[config.mk]
export PLATFORM = sky130hd
export DESIGN_NAME = tx_pad_fcs
export DESIGN_NICKNAME = d
export VERILOG_FILES = /design/src/rtl/txpc_pkg.sv /design/src/rtl/txpc_fcs.sv /design/src/rtl/txpc_seq.sv /design/src/rtl/tx_pad_fcs.sv
export SDC_FILE = /design/constraint.sdc
export NUM_CORES = 1
export LEC_CHECK = 0
export ABC_AREA = 1
export CAP_MARGIN = 0
export CORE_AREA = 2 2 86 96
export DETAILED_ROUTE_END_ITERATION = 8
export DIE_AREA = 0 0 88 98
export GPL_ROUTABILITY_DRIVEN = 0
export PLACE_DENSITY = 0.84
export SYNTH_ARGS = -nofsm -noshare
export SYNTH_HDL_FRONTEND = slang
export SYNTH_HIERARCHICAL = 1
export SYNTH_SLANG_ARGS = --single-unit
[constraint.sdc]
create_clock -name clk -period 2.86 [get_ports clk]
set_input_delay 0.858 -clock clk [delete_from_list [all_inputs] [get_ports clk]]
set_output_delay 0.858 -clock clk [all_outputs]
set_load 0.05 [all_outputs]
[src/rtl/txpc_pkg.sv]
package txpc_pkg;

  localparam int unsigned BYTE_W    = 8;
  localparam int unsigned FCS_W     = 32;
  localparam int unsigned FCS_BYTES = FCS_W / BYTE_W;

  // Phase of the stage within a frame
  typedef enum logic [2:0] {
    ST_DATA  = 3'd0,   // payload passthrough (or idle between frames)
    ST_PAD   = 3'd1,   // emitting zero pad bytes
    ST_FCS   = 3'd2,   // emitting the check sequence
    ST_ABORT = 3'd3,   // emitting the underflow abort beat
    ST_DRAIN = 3'd4    // discarding the rest of a broken frame
  } txpc_state_e;

  function automatic logic [FCS_W-1:0] mirror_word(input logic [FCS_W-1:0] v);
    logic [FCS_W-1:0] r;
    for (int i = 0; i < int'(FCS_W); i++) r[i] = v[FCS_W-1-i];
    return r;
  endfunction

  // One byte through the reflected CRC register, LSB of the byte first
  function automatic logic [FCS_W-1:0] fcs_step(input logic [FCS_W-1:0] c,
                                                input logic [BYTE_W-1:0] d,
                                                input logic [FCS_W-1:0] poly_rev);
    logic [FCS_W-1:0] r;
    r = c;
    for (int i = 0; i < int'(BYTE_W); i++) begin
      if (r[0] ^ d[i]) r = (r >> 1) ^ poly_rev;
      else             r = r >> 1;
    end
    return r;
  endfunction

endpackage

[src/rtl/txpc_fcs.sv]
module txpc_fcs
  import txpc_pkg::*;
#(
  parameter logic [FCS_W-1:0] POLY = 32'h04C11DB7
) (
  input  logic              clk,
  input  logic              rst_n,
  input  logic              step_en,
  input  logic              restart,
  input  logic [BYTE_W-1:0] din,
  output logic [FCS_W-1:0]  fcs_o
);

  localparam logic [FCS_W-1:0] POLY_REV = mirror_word(POLY);

  logic [FCS_W-1:0] crc_q;
  logic [FCS_W-1:0] crc_d;
  logic [FCS_W-1:0] crc_base;

  always_comb begin
    crc_base = restart ? '1 : crc_q;
    crc_d    = fcs_step(crc_base, din, POLY_REV);
  end

  always_ff @(posedge clk or negedge rst_n) begin
    if (!rst_n)       crc_q <= '1;
    else if (step_en) crc_q <= crc_d;
  end

  assign fcs_o = ~crc_q;

endmodule

[src/rtl/txpc_seq.sv]
module txpc_seq
  import txpc_pkg::*;
#(
  parameter int unsigned MIN_BODY = 60
) (
  input  logic                         clk,
  input  logic                         rst_n,
  input  logic                         in_valid,
  input  logic                         in_last,
  input  logic                         in_nocrc,
  input  logic                         in_nopad,
  input  logic                         out_ready,
  output txpc_state_e                  state_o,
  output logic [$clog2(FCS_BYTES)-1:0] idx_o,
  output logic                         first_o,
  output logic                         data_end_o,
  output logic                         fcs_end_o
);

  localparam int unsigned CNT_W = $clog2(MIN_BODY + 1);
  localparam int unsigned IDX_W = $clog2(FCS_BYTES);
  localparam logic [CNT_W-1:0] CNT_MAX   = CNT_W'(MIN_BODY);
  localparam logic [CNT_W-1:0] CNT_PADLO = CNT_W'(MIN_BODY - 1);
  localparam logic [IDX_W-1:0] IDX_LAST  = IDX_W'(FCS_BYTES - 1);

  txpc_state_e      state_q, state_d;
  logic [CNT_W-1:0] cnt_q, cnt_d, cnt_inc;
  logic             cnt_en;
  logic [IDX_W-1:0] idx_q, idx_d;
  logic             idx_en;
  logic             nocrc_q, nopad_q, flag_en;
  logic             first, eff_nocrc, eff_nopad, need_pad, data_acc;

  // ---------------- next-state logic ----------------
  always_comb begin
    first     = (cnt_q == '0);
    eff_nocrc = first ? in_nocrc : nocrc_q;
    eff_nopad = first ? in_nopad : nopad_q;
    need_pad  = !eff_nopad && (cnt_q < CNT_PADLO);
    cnt_inc   = (cnt_q == CNT_MAX) ? cnt_q : cnt_q + 1'b1;
    data_acc  = in_valid && out_ready;

    state_d = state_q;
    cnt_d   = cnt_q;
    cnt_en  = 1'b0;
    idx_d   = idx_q;
    idx_en  = 1'b0;
    flag_en = 1'b0;

    unique case (state_q)
      ST_DATA: begin
        if (data_acc) begin
          cnt_en  = 1'b1;
          cnt_d   = cnt_inc;
          flag_en = first;
          if (in_last) begin
            if (need_pad)        state_d = ST_PAD;
            else if (!eff_nocrc) state_d = ST_FCS;
            else                 cnt_d   = '0;
          end
        end else if (!first && !in_valid && out_ready) begin
          state_d = ST_ABORT;
          cnt_en  = 1'b1;
          cnt_d   = '0;
        end
      end
      ST_PAD: begin
        if (out_ready) begin
          cnt_en = 1'b1;
          cnt_d  = cnt_inc;
          if (cnt_q == CNT_PADLO) state_d = ST_FCS;
        end
      end
      ST_FCS: begin
        if (out_ready) begin
          idx_en = 1'b1;
          if (idx_q == IDX_LAST) begin
            idx_d   = '0;
            state_d = ST_DATA;
            cnt_en  = 1'b1;
            cnt_d   = '0;
          end else begin
            idx_d = idx_q + 1'b1;
          end
        end
      end
      ST_ABORT: begin
        if (out_ready) state_d = ST_DRAIN;
      end
      ST_DRAIN: begin
        if (in_valid && in_last) state_d = ST_DATA;
      end
      default: begin
        state_d = ST_DATA;
        cnt_en  = 1'b1;
        cnt_d   = '0;
      end
    endcase
  end

  // ---------------- registers ----------------
  always_ff @(posedge clk or negedge rst_n) begin
    if (!rst_n) state_q <= ST_DATA;
    else        state_q <= state_d;
  end

  always_ff @(posedge clk or negedge rst_n) begin
    if (!rst_n)      cnt_q <= '0;
    else if (cnt_en) cnt_q <= cnt_d;
  end

  always_ff @(posedge clk or negedge rst_n) begin
    if (!rst_n)      idx_q <= '0;
    else if (idx_en) idx_q <= idx_d;
  end

  always_ff @(posedge clk or negedge rst_n) begin
    if (!rst_n) begin
      nocrc_q <= 1'b0;
      nopad_q <= 1'b0;
    end else if (flag_en) begin
      nocrc_q <= in_nocrc;
      nopad_q <= in_nopad;
    end
  end

  assign state_o    = state_q;
  assign idx_o      = idx_q;
  assign first_o    = first;
  assign data_end_o = in_last && !need_pad && eff_nocrc;
  assign fcs_end_o  = (idx_q == IDX_LAST);

  // ---------------- assertions ----------------
  // the pad phase never runs past the minimum body length
  a_r2_pad_bound: assert property (@(posedge clk) disable iff (!rst_n)
    (state_q == ST_PAD) |-> (cnt_q < CNT_MAX));

  // leaving the pad phase always leads into the check sequence
  a_r3_pad_then_fcs: assert property (@(posedge clk) disable iff (!rst_n)
    ($past(state_q) == ST_PAD && state_q != ST_PAD) |-> (state_q == ST_FCS));

  // an abort is only entered after a starved, pulling cycle
  a_r8_abort_cause: assert property (@(posedge clk) disable iff (!rst_n)
    (state_q == ST_ABORT && $past(state_q) != ST_ABORT) |-> $past(!in_valid && out_ready));

endmodule

[src/rtl/tx_pad_fcs.sv]
module tx_pad_fcs
  import txpc_pkg::*;
#(
  parameter int unsigned      MIN_BODY = 60,
  parameter logic [31:0]      POLY     = 32'h04C11DB7
) (
  input  logic       clk,
  input  logic       rst_n,
  input  logic       in_valid,
  output logic       in_ready,
  input  logic [7:0] in_data,
  input  logic       in_last,
  input  logic       in_nocrc,
  input  logic       in_nopad,
  output logic       out_valid,
  input  logic       out_ready,
  output logic [7:0] out_data,
  output logic       out_last,
  output logic       out_underflow
);

  localparam int unsigned IDX_W = $clog2(FCS_BYTES);

  txpc_state_e       state;
  logic [IDX_W-1:0]  fcs_idx;
  logic              frame_first;
  logic              data_end;
  logic              fcs_end;
  logic [FCS_W-1:0]  fcs_word;
  logic              fcs_step_en;
  logic              fcs_restart;
  logic [BYTE_W-1:0] fcs_din;

  txpc_seq #(.MIN_BODY(MIN_BODY)) u_seq (
    .clk        (clk),
    .rst_n      (rst_n),
    .in_valid   (in_valid),
    .in_last    (in_last),
    .in_nocrc   (in_nocrc),
    .in_nopad   (in_nopad),
    .out_ready  (out_ready),
    .state_o    (state),
    .idx_o      (fcs_idx),
    .first_o    (frame_first),
    .data_end_o (data_end),
    .fcs_end_o  (fcs_end)
  );

  // CRC advances on every payload or pad byte that leaves the stage
  always_comb begin
    fcs_step_en = 1'b0;
    fcs_restart = 1'b0;
    fcs_din     = '0;
    if (state == ST_DATA) begin
      fcs_step_en = in_valid && out_ready;
      fcs_restart = frame_first;
      fcs_din     = in_data;
    end else if (state == ST_PAD) begin
      fcs_step_en = out_ready;
    end
  end

  txpc_fcs #(.POLY(POLY)) u_fcs (
    .clk     (clk),
    .rst_n   (rst_n),
    .step_en (fcs_step_en),
    .restart (fcs_restart),
    .din     (fcs_din),
    .fcs_o   (fcs_word)
  );

  // Output selection by phase
  always_comb begin
    in_ready      = 1'b0;
    out_valid     = 1'b0;
    out_data      = '0;
    out_last      = 1'b0;
    out_underflow = 1'b0;
    unique case (state)
      ST_DATA: begin
        in_ready  = out_ready;
        out_valid = in_valid;
        out_data  = in_data;
        out_last  = data_end;
      end
      ST_PAD: begin
        out_valid = 1'b1;
      end
      ST_FCS: begin
        out_valid = 1'b1;
        out_data  = fcs_word[BYTE_W*fcs_idx +: BYTE_W];
        out_last  = fcs_end;
      end
      ST_ABORT: begin
        out_valid     = 1'b1;
        out_last      = 1'b1;
        out_underflow = 1'b1;
      end
      ST_DRAIN: begin
        in_ready = 1'b1;
      end
      default: begin
        in_ready = 1'b0;
      end
    endcase
  end

  // generated beats hold still under back-pressure
  a_r10_hold: assert property (@(posedge clk) disable iff (!rst_n)
    (state != ST_DATA && out_valid && !out_ready) |=>
      (out_valid && $stable(out_data) && $stable(out_last)));

  // the underflow marker only rides on a closing beat
  a_r8_uf_beat: assert property (@(posedge clk) disable iff (!rst_n)
    out_underflow |-> (out_valid && out_last && out_data == 8'h00));

  // nothing is emitted while the broken frame is drained
  a_r9_drain_quiet: assert property (@(posedge clk) disable iff (!rst_n)
    ($past(out_underflow && out_ready)) |-> !out_valid);

endmodule

# == After elaboration in Yosys (flattened, before gate mapping) ==
# Cells that the tools add are included.
# W data, S select, Z words.
# totals
inputBits,15
register_bits,45
out_inout_bits,12
# op_classes
eq_ne,16
n_addsub,2
shifts,1
mux,52
n_reduce_logical,18
magnitude_cmp,1
bitwise_logic,18
# ops
cell,count
$mux W32,9
$not A13 Y14,8
$mux W6,9
$mux W3,11
$not A32 Y32,1
$shiftx A32 B6 Y8,1
$pmux W6 S4,1
$pmux W8 S2,1
$pmux W3 S5,1
$mux W1,14
$eq A6 B6 Y1 const B,2
$reduce_and A9 Y1,1
$mux W8,1
$ne A2 B2 Y1 const B,4
$xor A1 B1 Y1,8
$logic_and A1 B1 Y1,7
$add A6 B1 Y6 const B,1
$eq A3 B2 Y1 const B,2
$logic_not A6 Y1,1
$lt A6 B6 Y1 const B,1
$reduce_and A6 Y1,1
$logic_not A1 Y1,4
$ne A2 B1 Y1 const B,2
$ne A4 B4 Y1 const B,1
other kinds (15),16

# == Longest topological paths before layout ==
# Gate-level depths: netlist (run 1).
# logic_depth
word_depth,19
mapped_depth,21
ltp_nobuf,20

# == By module ==
# The synthesis (run 1) kept the hierarchy.
# by_module_without_submodules
module,area_each_um2,cells_each,instances
txpc_fcs,2630.0,364,1
txpc_seq,1009.7,150,1
tx_pad_fcs,474.2,103,1

# == Worst setup path before layout (run 1) ==
# OpenSTA, ideal clock, no wires.
# synth_timing
kind,register to output
startpoint,"register u_seq.state_q[1], in the netlist u_seq/state_o[1]"
endpoint,output port out_valid
required_time_ns,2.002
stages_incl_launch_ff,3
arrival_time_ns,1.693
path_buffers,0
setup_slack_ns,0.309
cell_sequence,dfrtp_1 inv_2 o21ai_0
# synth_between
elab_chain_len,3
word_cells_on_any_way,6
# synth_lines
item,line,text
"start, declared",txpc_seq.sv:26,"txpc_state_e state_q, state_d;"
"start signal, assigned",txpc_seq.sv:104,else state_q <= state_d;
$eq A3 B1 Y1 / $eq A3 B2 Y1 (equally long branches),tx_pad_fcs.sv:79,unique case (state)
$reduce_or A3 Y1 (no source line),-,
$pmux W1 S2 *,tx_pad_fcs.sv:79,
"end, declared",tx_pad_fcs.sv:15,"output logic out_valid,"
# Every way passes the cells marked *; elsewhere a longest branch is shown, timed or not.

# == Worst setup path in the final report (run 1) ==
# layout_timing
startpoint,input port in_nocrc
endpoint,output port out_last
# layout_between
elab_chain_len,3
# layout_lines
item,line,text
"start, declared",tx_pad_fcs.sv:13,"input logic in_nocrc,"
$mux W1,txpc_seq.sv:37,eff_nocrc = first ? in_nocrc : nocrc_q;
$logic_and A1 B1 Y1,txpc_seq.sv:130,assign data_end_o = in_last && !need_pad && eff_nocrc;
via data_end,tx_pad_fcs.sv:27,logic data_end;
$pmux W1 S3,tx_pad_fcs.sv:79,
"end, declared",tx_pad_fcs.sv:18,"output logic out_last,"
# The timed path passes the listed nets, and every way through them passes these cells.

==> metrics, run 1 <==
cell count after synthesis 617; biggest area consumer among synthesized cells nand2_1; WS Path Type in2out; met2 routed WL 5340 um; Slew HR between 60 and 70%; crit-path cells clkdlybuf4s50_1 -> inv_1 -> o21ai_2 -> nand3_2 -> inv_2 -> nand2_2 -> nand2_2 -> buf_12; #FFs+latches synth 45; fmax approximately 0.36 GHz; Die Y about 100 um; reg2reg path depth 16; routed vias about 4200; Core Footprint 0.00770 sq mm; Worst-Skew Late Latency 0.31 ns; CP most frequent cell nand2_2; CTS hold repair buffers 0; Via-to-Cell Ratio about 5.4; Worst Path Required roughly 2.0 ns; final count of hold timing violations 0; clk root buf clkbuf_8; CTS tree done; DR WL met3 slightly above 700 um; vias in the first global route 3759; Tot GR Track Use approximately a quarter; die area 0.00862 sq mm; predominant post-synthesis flop cell dfstp_2; first-pass GRT wire length ~17000 um; CTS clk-pin slew, worst paths ~0.080 ns; final wirelength approximately 11000 um; Synth async-reset ratio 100%; Final Skew 0.00969 ns; Setup WS post-layout approximately 0.075 ns; Avg Inst Size Synth approximately 6.7 sq um; max-slew violations 0; Die Wd between 80 and 90 um; Tightest Pin Transition 0.451 ns; CP Launch Type input pin; Critical Path Source in_nocrc; initial DRC count around 480; pre-CTS setup slack -0.0625 ns; Tcrit/Tclk final 97.4%; Worst setup EP type primary output; CP delay by family, top buffers and inverters; Initial Util between 50% and 60%; WL/cell 14.0 um; clock sink count 45; syn_nets ~640; minimum clock period approximately 2.8 ns; commonest non-fill, non-tap cell in the layout nand2_1; proportion of layout cells with a drive suffix above 1 about a quarter; GRT Residual Overflow 0; Post-DP HPWL ~7800 um; status finished, final reports clean; port buffer count 26; placed inst area around 0.0046 sq mm; Seq/Total Area, Yosys 28.3%; clk buf depth 2; diode count 0; Fin Setup TNS 0 ns; # setup viols final 0; CP max FO 2; number of synthesized flops with an enable pin 0; top cells by area, synth nand2_1 (21%), dfstp_2 (20%), dfrtp_1 (7.9%); highest metal used met4; row cnt 34; initial antenna violation count 0; Hold Crit Class in2async; htree depth 2; CTS Buf Count 5; WL met1 around 4300 um; Synth Warn # 6; RR Endpoint u_fcs/crc_q[18]$_DFFE_PN1P_; Reg2Reg Setup Slack about 0.16 ns; RSZ-0062 raised after global routing true; Slowest cell on crit path clkdlybuf4s50_1; Yosys top cell area share 20.6%; synthesized cell area about 0.004 sq mm; Layout Nets 679; commonest non-fill, non-tap cells in the layout nand2_1 (223), inv_1 (77), nand3_1 (52), xor2_1 (34), dfstp_2 (32); FILL cells 604; WP buf/inv 4; drt drc 0; Worst EP arrival between 1.5 and 2 ns; reg-to-reg startpoint u_seq/cnt_q[1]$_DFFE_PN0P_; Layout area overhead 19.8%; largest net degree at the start of global routing 27; Post-DRT Antenna Nets 0; design area between 0.004 and 0.005 sq mm; IO Count 27; CP peak stage delay roughly 0.45 ns; synth unique cells 42; Max Cap Violations 0; 1st-pass router iterations 5
## state kept, by name, summed over array words and instances (netlist names)
register       flops
u_seq/nocrc_q      1
u_seq/nopad_q      1
u_seq/cnt_q        6
u_seq/idx_o        2
u_fcs/crc_q       32
u_seq/state_o      3
## worst max-delay path by stage
| stage | slack (ns) | endpoint | cells past startpoint |
|---|---|---|---|
| 3_3_place_gp | -0.02 | out_last | 8 |
| 4_1_cts | -0.004 | out_last | 8 |
| 5_1_grt | -0.04 | u_fcs/crc_q[18]$_DFFE_PN1P_ | 16 |
| 2_1_floorplan | 0.31 | out_valid | 2 |
| 3_5_place_dp | -0.06 | out_last | 8 |
| 6_report | 0.07 | out_last | 8 |
## stage by stage
stage               hold slack (ns)  util [%]  instances
floorplan                     0.448         -        617
global placement              0.457      60.1        751
detailed placement            0.460      60.1        751
CTS                           0.475      62.0        762
global route                  0.485      64.0        770
finish                        0.475      64.0        770
## logic make-up (layout without fill, tap and decap cells)
group           Yosys count  after routing  synth area share (%)
buf+inv                 110            155                  11.4
xor+xnor                 48             48                  11.4
fa+ha+maj                 3              3                 0.913
compound gates           43             43                  6.39
simple gates            367            367                  41.3
flops                    45             45                  28.3
mux                       1              1                 0.274
## layout make-up
cell class / instances / area, sq um / area share (%)
tap: 108 / 135 / 2.74
sequential: 45 / 1170 / 23.7
clock inverter: 2 / 38.8 / 0.787
inverter: 93 / 355 / 7.21
multi-input combinational: 462 / 2570 / 52.2
timing repair buffer: 54 / 588 / 11.9
clock buffer: 6 / 72.6 / 1.47
## routing by layer
layer  up-vias  global-route usage (%)
met1      1918                    32.7
met4         0                    10.1
met2       217                    42.4
met3        51                    3.21
li1       1974                       -
met5         -                       0
## cells in the mapped netlist, drive strengths merged, types with 3 or more instances
master and number:
nand2 251, dfstp 32, xor2 38, nand3 62, dfrtp 13, clkbuf 6
ha 3, or2 3, o21ai 35, xnor2 10, a21oi 3, nor3 6
buf 11, nor2 39, nand4 4, inv 92
## what timing repair did
action / 4_1_cts / 5_1_grt
pin swaps: 2 / 8
endpoints found under the setup margin: 3 / 23
gates resized for setup: 3 / 26
setup buffers: 3 / 8
Power of run 1 is left out: the tool's default activity adds up to more than one toggle a clock period on the data nets, which glitch-free logic cannot reach.
==> run 2, diff against run 1 <==
- GPL_ROUTABILITY_DRIVEN: 0 -> unset
==> run 2 against run 1 <==
Effect of this change: via count grew 0.14%; register-to-register slack lost 0.05 ns; clock skew shrank 0.0042 ns; first-iteration DRC count shrank 26%; largest cell class unchanged.
==> metrics, run 2 (synthesized netlist as in run 1, its figures left out) <==
commonest non-fill, non-tap cells in the layout nand2_1 (221), inv_1 (77), nand3_1 (53), xor2_1 (35), dfstp_2 (32); die area 0.00862 sq mm (unchanged); Tot GR Track Use 26.4% (+1.1 points); Tightest Pin Transition 0.500 ns (+0.0495 ns); IO Count 27 (unchanged); CP Launch Type register; max-slew violations 0 (unchanged); placed inst area 0.00464 sq mm (+0.16%); Reg2Reg Setup Slack 0.11 ns (-0.05 ns); CTS clk-pin slew, worst paths 0.09 ns (about the same); initial DRC count 351 (-26%); largest net degree at the start of global routing 23 (-15%); max FFs per register 32 (unchanged); CTS hold repair buffers 0 (unchanged); reg-to-reg startpoint u_seq/cnt_q[1]$_DFFE_PN0P_; port buffer count 26 (unchanged); minimum clock period 2.76 ns (-0.0243 ns); Initial Util 53.4% (unchanged); WL/cell 14.5 um (+3.6%); drt drc 0 (unchanged); htree depth 2 (unchanged); first-pass GRT wire length 18200 um (+4.5%); Via-to-Cell Ratio 5.39 (-0.24%); clock sink count 45 (unchanged); final wirelength 11200 um (+4.0%); row cnt 34 (unchanged); Hold Crit Class reg2reg; GRT Residual Overflow 0 (unchanged); Worst Path Required 2.00 ns (about the same); CP max FO 5 (+3); Fin Setup TNS 0 ns (unchanged); Final Skew 0.00552 ns (-0.00417 ns); GP Congestion between 0.8 and 0.9; Post-DP HPWL 7920 um (+2.2%); Slew HR 66.6% (-3.2 points); initial antenna violation count 0 (unchanged); Die Y 98 um (unchanged); final count of hold timing violations 0 (unchanged); Worst-Skew Late Latency 0.31 ns (about the same); Die Wd 88 um (unchanged); clk root buf clkbuf_8; fmax 0.362 GHz (+0.88%); commonest non-fill, non-tap cell in the layout nand2_1; diode count 0 (unchanged); design area 0.00496 sq mm (+0.71%); routed vias 4166 (+0.14%); vias in the first global route 3908 (+4.0%); Layout Nets 682 (+0.44%); Max Cap Violations 0 (unchanged); Tcrit/Tclk final 96.5% (-0.85 points); Layout area overhead 20.6%; 1st-pass router iterations 5 (unchanged); Worst setup EP type primary output; proportion of layout cells with a drive suffix above 1 25.9% (+0.64 points); # setup viols final 0 (unchanged); RR Endpoint u_fcs/crc_q[8]$_DFFE_PN1P_; Post-DRT Antenna Nets 0 (unchanged); Worst EP arrival 1.90 ns (-0.03 ns); FILL cells 612 (+1.3%); status finished, final reports clean; Top reg by flops u_fcs/crc_q; WS Path Type reg2out; Core Footprint 0.00770 sq mm (unchanged); CTS Buf Count 5 (unchanged); reg2reg path depth 18 (+2); Critical Path Source u_seq/cnt_q[1]$_DFFE_PN0P_; clk buf depth 2 (unchanged); Worst Setup EP out_last; CTS tree done
run 2: cell types whose count changed in the layout (fill, tap and decap cells not counted), sizes merged:
| cell | before | now |
|---|---|---|
| buf | 41 | 44 |
| clkdlybuf4s50 | 12 | 11 |
| clkbuf | 6 | 5 |
| inv | 91 | 92 |
| clkinvlp | 1 | 2 |
| dlymetal6s2s | 1 | 2 |
| bufinv | 1 | 0 |
run 2: final cells by class:
| cell class | instances | area [sq um] | area share (%) |
|---|---|---|---|
| flip-flops and latches | 45 | 1170 | 23.5 |
| well taps | 108 | 135 | 2.72 |
| multi-input cells | 462 | 2590 | 52.2 |
| inverters | 93 | 355 | 7.16 |
| clock buffers | 5 | 68.8 | 1.39 |
| clock inverters | 3 | 21.3 | 0.429 |
| repair buffers | 57 | 626 | 12.6 |
run 2: routing by layer:
layer	vias up	track usage, %	wire length [um]
met5	-	0	0
met4	0	10.9	357
met3	35	3.89	715
met1	1971	34.1	4560
li1	1976	-	-
met2	184	43.6	5570
run 2: critical path, stage by stage, from the launching register on:
cell     delay, ns
dfrtp_1       0.43
inv_1         0.08
ha_2          0.18
inv_2         0.05
nor2_4        0.13
nand3_4       0.12
o21ai_2       0.17
nand3_2       0.11
inv_2         0.07
nand2_2       0.05
nand2_2       0.08
buf_12        0.13
run 2: through the flow:
stage          cells  worst slack (ns)  util [%]  hold slack [ns]
5_1_grt          773           -0.0420      64.4            0.499
3_3_place_gp     752           -0.0206      60.2            0.457
2_1_floorplan    617             0.309         -            0.448
4_1_cts          765           0.00755      62.3            0.475
6_report         773            0.0992      64.4            0.472
3_5_place_dp     752           -0.0643      60.2            0.460
run 2: repair_timing:
action,in CTS,in global routing
pin swaps,4,9
setup buffers,5,8
setup endpoints to repair,11,26
resized for setup,6,28
run 2: worst min path at each step:
stage | depth (start not counted) | end | from
4_1_cts | 2 | u_fcs/crc_q[21]$_DFFE_PN1P_ | u_fcs/crc_q[21]$_DFFE_PN1P_
2_1_floorplan | 2 | u_fcs/crc_q[14]$_DFFE_PN1P_ | u_fcs/crc_q[14]$_DFFE_PN1P_
5_1_grt | 2 | u_fcs/crc_q[24]$_DFFE_PN1P_ | u_fcs/crc_q[24]$_DFFE_PN1P_
3_5_place_dp | 2 | u_fcs/crc_q[21]$_DFFE_PN1P_ | u_fcs/crc_q[21]$_DFFE_PN1P_
3_3_place_gp | 2 | u_fcs/crc_q[21]$_DFFE_PN1P_ | u_fcs/crc_q[21]$_DFFE_PN1P_
6_report | 2 | u_fcs/crc_q[21]$_DFFE_PN1P_ | u_fcs/crc_q[21]$_DFFE_PN1P_
Power of run 2 is left out for the same reason.
==> run 3, diff against run 2 <==
- CAP_MARGIN: 0 -> 20
==> results of run 3 <==
The final DEF is identical to that of run 2; final timing and power are the same.
Power of run 3 is left out for the same reason.
